[config.mk]
export PLATFORM = sky130hd
export DESIGN_NAME = eff_addr_gen
export DESIGN_NICKNAME = d
export VERILOG_FILES = /design/src/rtl/eag_pkg.sv /design/src/rtl/eag_offset.sv /design/src/rtl/eag_segxlat.sv /design/src/rtl/eff_addr_gen.sv
export SDC_FILE = /design/constraint.sdc
export NUM_CORES = 1
export LEC_CHECK = 0
export BUFFER_PORTS_ARGS = -buffer_cell sky130_fd_sc_hd__buf_2
export CORE_ASPECT_RATIO = 0.6
export CORE_UTILIZATION = 58
export CTS_CLUSTER_SIZE = 25
export DETAILED_ROUTE_END_ITERATION = 6
export PLACE_DENSITY = 0.88
export SLEW_MARGIN = 20
export SYNTH_ARGS = -nofsm -noshare
export SYNTH_HDL_FRONTEND = slang
export SYNTH_SLANG_ARGS = --single-unit
export TNS_END_PERCENT = 100
[constraint.sdc]
create_clock -name clk -period 9.7 [get_ports clk]
set_input_delay 0.485 -clock clk [delete_from_list [all_inputs] [get_ports clk]]
set_output_delay 0.485 -clock clk [all_outputs]
set_load 0.01 [all_outputs]
[src/rtl/eag_pkg.sv]
package eag_pkg;
    localparam int ADDR_W   = 32;
    localparam int SEG_W    = 16;
    localparam int DT_DEPTH = 8;
    localparam int RM_SHIFT = 4;
    localparam int RM_AW    = 20;
    localparam int RED_AW   = 24;

    typedef enum logic [3:0] {
        AM_ABS       = 4'd0,
        AM_B         = 4'd1,
        AM_B_D       = 4'd2,
        AM_B_I       = 4'd3,
        AM_B_I_D     = 4'd4,
        AM_B_SI      = 4'd5,
        AM_B_SI_D    = 4'd6,
        AM_POST_INC  = 4'd7,
        AM_PRE_DEC   = 4'd8
    } addr_mode_e;

    typedef struct packed {
        logic [ADDR_W-1:0] offset;
        logic              wb_en;
        logic [ADDR_W-1:0] wb_val;
        logic              bad;
    } off_res_t;

    typedef struct packed {
        logic              valid;
        logic              err;
        logic [ADDR_W-1:0] addr;
        logic              wb_valid;
        logic [ADDR_W-1:0] wb_data;
    } stage_t;

    function automatic logic [ADDR_W-1:0] sext_disp(input logic [ADDR_W-1:0] d,
                                                     input logic [1:0] sz);
        logic [ADDR_W-1:0] r;
        case (sz)
            2'd0:    r = {{(ADDR_W-8){d[7]}}, d[7:0]};
            2'd1:    r = {{(ADDR_W-16){d[15]}}, d[15:0]};
            default: r = d;
        endcase
        return r;
    endfunction

    function automatic logic [ADDR_W-1:0] low_mask(input int bits);
        logic [ADDR_W-1:0] m;
        for (int i = 0; i < ADDR_W; i++) m[i] = (i < bits);
        return m;
    endfunction
endpackage

[src/rtl/eag_offset.sv]
module eag_offset
    import eag_pkg::*;
#(
    parameter int AW = ADDR_W
) (
    input  logic [3:0]    mode,
    input  logic [AW-1:0] base,
    input  logic [AW-1:0] index,
    input  logic [1:0]    scale,
    input  logic [AW-1:0] disp,
    input  logic [1:0]    disp_sz,
    input  logic [1:0]    op_sz,
    output off_res_t      res
);
    logic [AW-1:0] disp_x;
    logic [AW-1:0] idx_sc;
    logic [AW-1:0] step;
    logic [AW-1:0] dec_val;

    assign disp_x  = sext_disp(disp, disp_sz);
    assign idx_sc  = index << scale;
    assign step    = AW'(1) << op_sz;
    assign dec_val = base - step;

    always_comb begin
        res = '0;
        case (mode)
            AM_ABS:      res.offset = disp_x;
            AM_B:        res.offset = base;
            AM_B_D:      res.offset = base + disp_x;
            AM_B_I:      res.offset = base + index;
            AM_B_I_D:    res.offset = base + index + disp_x;
            AM_B_SI:     res.offset = base + idx_sc;
            AM_B_SI_D:   res.offset = base + idx_sc + disp_x;
            AM_POST_INC: begin
                res.offset = base;
                res.wb_en  = 1'b1;
                res.wb_val = base + step;
            end
            AM_PRE_DEC: begin
                res.offset = dec_val;
                res.wb_en  = 1'b1;
                res.wb_val = dec_val;
            end
            default:     res.bad = 1'b1;
        endcase
    end
endmodule

[src/rtl/eag_segxlat.sv]
module eag_segxlat
    import eag_pkg::*;
#(
    parameter int AW    = ADDR_W,
    parameter int SW    = SEG_W,
    parameter int DEPTH = DT_DEPTH,
    parameter int SHIFT = RM_SHIFT,
    parameter int RAW   = RM_AW,
    parameter int PAW   = RED_AW
) (
    input  logic                     clk,
    input  logic                     rst,
    input  logic [SW-1:0]            seg,
    input  logic                     prot_en,
    input  logic                     full_en,
    input  logic                     dt_we,
    input  logic [$clog2(DEPTH)-1:0] dt_idx,
    input  logic [AW-1:0]            dt_base,
    output logic [AW-1:0]            seg_base,
    output logic [AW-1:0]            addr_mask
);
    localparam int IW = $clog2(DEPTH);
    localparam logic [AW-1:0] M_REAL = low_mask(RAW);
    localparam logic [AW-1:0] M_RED  = low_mask(PAW);

    logic [AW-1:0] tbl [DEPTH];
    logic [AW-1:0] entry;

    for (genvar g = 0; g < DEPTH; g++) begin : g_ent
        always_ff @(posedge clk) begin
            if (rst)
                tbl[g] <= '0;
            else if (dt_we && dt_idx == IW'(g))
                tbl[g] <= dt_base;
        end
    end

    assign entry = tbl[seg[IW-1:0]];

    always_comb begin
        if (!prot_en) begin
            seg_base  = AW'(seg) << SHIFT;
            addr_mask = M_REAL;
        end else if (full_en) begin
            seg_base  = entry;
            addr_mask = '1;
        end else begin
            seg_base  = entry & M_RED;
            addr_mask = M_RED;
        end
    end
endmodule

[src/rtl/eff_addr_gen.sv]
module eff_addr_gen
    import eag_pkg::*;
#(
    parameter int AW    = ADDR_W,
    parameter int SW    = SEG_W,
    parameter int DEPTH = DT_DEPTH
) (
    input  logic                     clk,
    input  logic                     rst,
    input  logic                     in_valid,
    input  logic [3:0]               mode,
    input  logic [AW-1:0]            base,
    input  logic [AW-1:0]            index,
    input  logic [1:0]               scale,
    input  logic [AW-1:0]            disp,
    input  logic [1:0]               disp_sz,
    input  logic [1:0]               op_sz,
    input  logic [SW-1:0]            seg,
    input  logic                     prot_en,
    input  logic                     full_en,
    input  logic                     dt_we,
    input  logic [$clog2(DEPTH)-1:0] dt_idx,
    input  logic [AW-1:0]            dt_base,
    output logic                     out_valid,
    output logic [AW-1:0]            out_addr,
    output logic                     out_err,
    output logic                     wb_valid,
    output logic [AW-1:0]            wb_data
);
    off_res_t      ores;
    logic [AW-1:0] sbase;
    logic [AW-1:0] amask;
    stage_t        nxt;
    stage_t        q;

    eag_offset #(.AW(AW)) u_off (
        .mode(mode), .base(base), .index(index), .scale(scale),
        .disp(disp), .disp_sz(disp_sz), .op_sz(op_sz), .res(ores)
    );

    eag_segxlat #(.AW(AW), .SW(SW), .DEPTH(DEPTH)) u_seg (
        .clk(clk), .rst(rst), .seg(seg), .prot_en(prot_en), .full_en(full_en),
        .dt_we(dt_we), .dt_idx(dt_idx), .dt_base(dt_base),
        .seg_base(sbase), .addr_mask(amask)
    );

    always_comb begin
        nxt = '0;
        if (in_valid) begin
            nxt.valid = 1'b1;
            nxt.err   = ores.bad;
            if (!ores.bad) begin
                nxt.addr     = (sbase + ores.offset) & amask;
                nxt.wb_valid = ores.wb_en;
                nxt.wb_data  = ores.wb_val;
            end
        end
    end

    always_ff @(posedge clk) begin
        if (rst) q <= '0;
        else     q <= nxt;
    end

    assign out_valid = q.valid;
    assign out_err   = q.err;
    assign out_addr  = q.addr;
    assign wb_valid  = q.wb_valid;
    assign wb_data   = q.wb_data;
endmodule

==> flow_metrics.env, run 1 <==
export IMPL_synth_cell_types=80
export IMPL_drc=0
export IMPL_ys_seq_area_frac=0.3807
export IMPL_dpl_hpwl_um=55130
export IMPL_clock_skew_ns=0.01513
export IMPL_met1_length_um=31080
export IMPL_worst_slack_ns=1.640
export IMPL_ctsHoldBuffers=0
export IMPL_finalSetupViolCount=0
export IMPL_grt_pass1_vias=19730
export IMPL_ios=230
export IMPL_power_total_w=0.004071
export IMPL_cts_tree="done"
export IMPL_die_height_um=158.6
export IMPL_synth_top_area_frac=0.3241
export IMPL_hold_viol_final=0
export IMPL_status="completed"
export IMPL_synth_edff_count=256
export IMPL_ys_flop_type="edfxtp_1"
export IMPL_yosys_top_cells_area="edfxtp_1 (32%), mux4_2 (8.3%), and2_1 (7.1%)"
export IMPL_seqPwrFrac=0.394
export IMPL_netlist_area_sq_mm=0.02372
export IMPL_yosysMostFrequentCell="and2_1"
export IMPL_required_ns=10.17
export IMPL_drv_slew=0
export IMPL_post_place_cells=3051
export IMPL_initial_core_util=0.5981
export IMPL_die_width_um=263.1
export IMPL_p_per_area_mw_per_mm2=154.4
export IMPL_highest_layer="met4"
export IMPL_cts_sinks=323
export IMPL_root_buffer="clkbuf_16"
export IMPL_htreeDepth=1
export IMPL_grt_max_degree=51
export IMPL_start_kind="primary input"
export IMPL_swShare=0.3250
export IMPL_p_sw_w=0.001323
export IMPL_ys_ff_latch=323
export IMPL_hold_path_class="primary input to register"
export IMPL_clock_latency_ns=0.59
export IMPL_clk_pin_slew_ns=0.07
export IMPL_drt_first_pass_iters=6
export IMPL_cts_repair_resized=0
export IMPL_synth_common_cells="and2_1 (271), edfxtp_1 (256), nor2_1 (210)"
export IMPL_power_leakage_nw=10.67
export IMPL_num_vias=20880
export IMPL_grt_use_total=0.3619
export IMPL_period_minus_slack_ns=8.060
export IMPL_coreArea_sq_mm=0.03966
export IMPL_syn_inst=2403
export IMPL_ant_nets=0
export IMPL_clockBufferDepth=3
export IMPL_met3_length_um=9606
export IMPL_crit_slowest_cell="o311ai_0"
export IMPL_timing_fmax_mhz=124.1
export IMPL_grt_pass1_wl_um=115100
export IMPL_fin_setup_tns_ns=0
export IMPL_grt_overflow_total=0
export IMPL_drive_above_1_share=0.1726
export IMPL_cpMostUsedCell="nand2_1"
export IMPL_yosysTopAreaCell="edfxtp_1"
export IMPL_max_cap_viol_count=0
export IMPL_place_gp_congestion=1.024
export IMPL_dr_wl_met2_um=33830
export IMPL_vias_per_cell=6.713
export IMPL_wl_per_cell_um=24.79
export IMPL_tritoncts_num_buffers=30
export IMPL_drt_iter0_drc=3004
export IMPL_fin_cells=3110
export IMPL_syn_nets=2704
export IMPL_end_kind="register"
export IMPL_crit_fanout=23
export IMPL_place_ws_ns=1.435
export IMPL_p_clk_frac=0.306
export IMPL_port_buffers=229
export IMPL_tightestPinTransition_ns=1.033
export IMPL_syn_avg_cell_area_sq_um=9.871
export IMPL_fin_crit_sh=0.8310
export IMPL_maxSlewHeadroom=0.3055
export IMPL_async_reset_ff_frac=0
export IMPL_ys_warn_count=0
export IMPL_share_comb_of_total_power=0.300
export IMPL_ir_drop_mv=0.1517
export IMPL_layout_nets=2862
export IMPL_area_growth_pct=11.15
export IMPL_cp_slowest_stage_delay_ns=0.81
export IMPL_num_rows=56
export IMPL_path_class="primary input to register"
export IMPL_antenna_found_initial=4
export IMPL_wirelength_um=77100
export IMPL_rsz0062_at_grt="no"
export IMPL_crit_arrival_ns=8.53
export IMPL_intPower_w=0.002748
export IMPL_cts_setup_buffers=0
export IMPL_dieArea_sq_mm=0.04173
## layer usage
layer  GRT usage  vias to the layer above
met2      0.5574                     1420
met3     0.08197                      184
met5           0                        -
met1      0.5096                    10050
met4      0.1150                        0
li1            -                     9220
## power groups by stage
stage	clock (W)	combinational [W]	sequential [W]
after floorplan	0	0.000828	0.00163
after global placement	0	0.00114	0.00162
after detailed placement	0	0.00117	0.00163
after CTS	0.00125	0.00118	0.00160
after global routing	0.00130	0.00131	0.00161
final	0.00125	0.00122	0.00160
## placed cells by master (no fill, tap or decap), types with 11 or more instances in the layout
| cell | n |
|---|---|
| clkbuf_16 | 31 |
| xnor2_1 | 94 |
| o211ai_1 | 17 |
| a211oi_1 | 38 |
| o21ai_0 | 96 |
| a22oi_1 | 26 |
| nand3_1 | 42 |
| buf_2 | 228 |
| inv_1 | 67 |
| nor3_1 | 40 |
| a221o_1 | 11 |
| nand2_1 | 139 |
| a21o_1 | 60 |
| mux2i_1 | 45 |
| ha_1 | 132 |
| mux4_2 | 87 |
| a221oi_1 | 15 |
| and2_1 | 271 |
| nor2_1 | 209 |
| nand4_1 | 18 |
| o22ai_1 | 25 |
| a21oi_1 | 182 |
| nand2b_1 | 18 |
| buf_4 | 41 |
| o21bai_1 | 16 |
| o21a_1 | 16 |
| or3_1 | 12 |
| edfxtp_1 | 256 |
| xor2_1 | 55 |
| a31oi_1 | 12 |
| nor2b_1 | 30 |
| and3_1 | 17 |
| dfxtp_1 | 67 |
## worst paths after layout
path	cells past startpoint	slack, ns	to	from
setup / recovery	34	1.64	out_addr[31]	scale[0]
hold / removal	2	0.26	u_seg.tbl[4][18]	dt_base[18]
setup reg to reg	15	5.01	out_addr[29]	u_seg.tbl[7][1]
hold reg to reg	5	1.10	out_addr[0]	u_seg.tbl[0][0]
## kinds of logic after synthesis
kind of cell    Yosys count  synth area share
compound gates          594            0.1646
buf+inv                 210           0.03397
mux                     133            0.1021
flops                   323            0.3807
fa+ha+maj               138           0.07470
simple gates            855            0.1881
xor+xnor                150           0.05597
## cell type report
class,instances,area [sq um]
antenna,4,10.01
clock buffer,37,798.3
clock inverter,18,207.7
fill,3026,13290
inverter,67,251.5
multi-input combinational,1870,13970
sequential,323,9029
tap,522,653.1
timing repair buffer,269,1449
## critical path: cells and delay by family
family	cells	cell delay, ns
AO/OA/AOI/OAI	11	2.89
XOR/XNOR	1	0.25
adder cells (fa/ha/maj)	3	1.09
buffers and inverters	2	0.77
multiplexers	2	0.63
AND/OR/NAND/NOR	15	2.43
## through the flow
step / hold slack [ns] / util / area [sq um]
2_1_floorplan: 0.6832 / - / 23720
3_3_place_gp: 0.8383 / 0.6389 / 25340
3_5_place_dp: 0.8489 / 0.6389 / 25340
4_1_cts: 0.2422 / 0.6643 / 26350
5_1_grt: 0.2654 / 0.6647 / 26360
6_report: 0.2612 / 0.6648 / 26360
## registers in the layout, indices dropped and copies added (netlist names)
| register | count |
|---|---|
| wb_data | 32 |
| out_err | 1 |
| out_addr | 32 |
| wb_valid | 1 |
| u_seg.tbl | 256 |
| out_valid | 1 |
Note: power is estimated with default switching activity, not from simulation.
==> inputs of run 2 (changes only) <==
==> constraint.sdc (replaced) <==
create_clock -name clk -period 7.7 [get_ports clk]
set_input_delay 0.385 -clock clk [delete_from_list [all_inputs] [get_ports clk]]
set_output_delay 0.385 -clock clk [all_outputs]
set_load 0.01 [all_outputs]
==> flow_metrics.env, run 2 (synthesized netlist as in run 1, its figures left out) <==
export IMPL_crit_slowest_cell="mux4_2"
export IMPL_period_minus_slack_ns=7.279
export IMPL_drt_iter0_drc=3109
export IMPL_die_width_um=263.1
export IMPL_drive_above_1_share=0.1887
export IMPL_regArea_sq_mm=0.009029
export IMPL_cpMostUsedCell="buf_4"
export IMPL_worst_slack_ns=0.4211
export IMPL_layout_nets=2915
export IMPL_timing_fmax_mhz=137.4
export IMPL_ant_nets=0
export IMPL_dpl_hpwl_um=56580
export IMPL_initial_core_util=0.5981
export IMPL_ir_drop_mv=0.1902
export IMPL_hold_path_class="primary input to register"
export IMPL_finalSetupViolCount=0
export IMPL_place_ws_ns=-0.5434
export IMPL_crit_arrival_ns=7.79
export IMPL_drc=0
export IMPL_grt_pass1_vias=19660
export IMPL_maxSlewHeadroom=0.3307
export IMPL_status="completed"
export IMPL_drv_slew=0
export IMPL_power_leakage_nw=10.87
export IMPL_drt_first_pass_iters=6
export IMPL_end_kind="register"
export IMPL_wl_per_cell_um=24.52
export IMPL_grt_overflow_total=0
export IMPL_coreArea_sq_mm=0.03966
export IMPL_path_class="primary input to register"
export IMPL_cp_slowest_stage_delay_ns=0.52
export IMPL_vias_per_cell=6.626
export IMPL_largest_register_ffs=256
export IMPL_power_total_w=0.005067
export IMPL_root_buffer="clkbuf_16"
export IMPL_ios=230
export IMPL_crit_fanout=15
export IMPL_num_rows=56
export IMPL_htreeDepth=1
export IMPL_grt_max_degree=47
export IMPL_rsz0062_at_grt="no"
export IMPL_required_ns=8.22
export IMPL_grt_pass1_wl_um=115700
export IMPL_place_gp_congestion=1.019
export IMPL_layout_common_cells="and2_1 (271), edfxtp_1 (256), buf_2 (227), nor2_1 (209), a21oi_1 (182)"
export IMPL_max_cap_viol_count=0
export IMPL_tightestPinTransition_ns=1.001
export IMPL_tritoncts_num_buffers=30
export IMPL_fin_crit_sh=0.9453
export IMPL_clk_pin_slew_ns=0.07
export IMPL_hold_viol_final=0
export IMPL_clock_skew_ns=0.01767
export IMPL_grt_use_total=0.3638
export IMPL_start_kind="primary input"
export IMPL_wirelength_um=77520
export IMPL_die_height_um=158.6
export IMPL_p_per_area_mw_per_mm2=189.8
export IMPL_top_register="u_seg.tbl"
export IMPL_clock_latency_ns=0.59
export IMPL_area_growth_pct=12.54
export IMPL_layout_cells_most_common="and2_1"
export IMPL_clockBufferDepth=3
export IMPL_num_vias=20940
export IMPL_antenna_found_initial=4
export IMPL_multi_input_area_sq_mm=0.01400
export IMPL_cts_tree="done"
export IMPL_cts_setup_buffers=0
export IMPL_dieArea_sq_mm=0.04173
export IMPL_cts_sinks=323
export IMPL_nFillCells=3058
export IMPL_port_buffers=229
[run 2: layout make-up]
cell class / count / share of cell area
Antenna cell: 5 / 0.0004687
Clock buffer: 37 / 0.02990
Clock inverter: 15 / 0.003750
Inverter: 67 / 0.009421
Multi-Input combinational cell: 1870 / 0.5243
Sequential cell: 323 / 0.3382
Tap cell: 522 / 0.02447
Timing Repair Buffer: 322 / 0.06942
[run 2: final timing paths]
kind	from	endpoint	slack [ns]	depth (start not counted)
worst min register to register	u_seg.tbl[6][0]	out_addr[0]	1.10	5
worst min-delay path	dt_base[25]	u_seg.tbl[3][25]	0.15	2
worst max register to register	u_seg.tbl[7][0]	out_addr[30]	2.94	16
worst max-delay path	scale[0]	out_addr[31]	0.42	34
[run 2: per-layer routing]
| metal | GRT usage | up-vias | wire length (um) |
|---|---|---|---|
| met1 | 0.5162 | 10100 | 31440 |
| met5 | 0 | - | 0 |
| met3 | 0.08537 | 155 | 10000 |
| met2 | 0.5561 | 1353 | 34020 |
| li1 | - | 9332 | - |
| met4 | 0.1094 | 0 | 2061 |
[run 2: timing repair]
action                                  in CTS  in global routing
endpoints found under the setup margin       0                  7
hold endpoints to repair                     0                  0
gates resized for setup                      0                  8
hold buffers                                 0                  0
[run 2: critical path: cells and delay by family]
kind | cells | cell delay (ns)
AND/OR/NAND/NOR | 15 | 2.76
XOR/XNOR | 1 | 0.16
multiplexers | 2 | 0.68
buffers and inverters | 5 | 1.02
AO/OA/AOI/OAI | 8 | 1.67
adder cells (fa/ha/maj) | 3 | 1.13
[run 2: where the power goes]
part | switching, W | internal [W]
combinational | 0.000961 | 0.000649
sequential | 0.0000315 | 0.00199
clock | 0.000675 | 0.000763
[run 2: stage by stage]
stage	instance area [sq um]	hold slack [ns]	utilization	TNS [ns]	cells
floorplan	23720	0.5832	-	0	2403
global placement	25740	0.7357	0.6490	-0.2175	3104
detailed placement	25740	0.7444	0.6490	-0.5434	3104
CTS	26640	0.1334	0.6716	0	3156
global route	26690	0.1599	0.6731	0	3160
finish	26690	0.1528	0.6731	0	3161
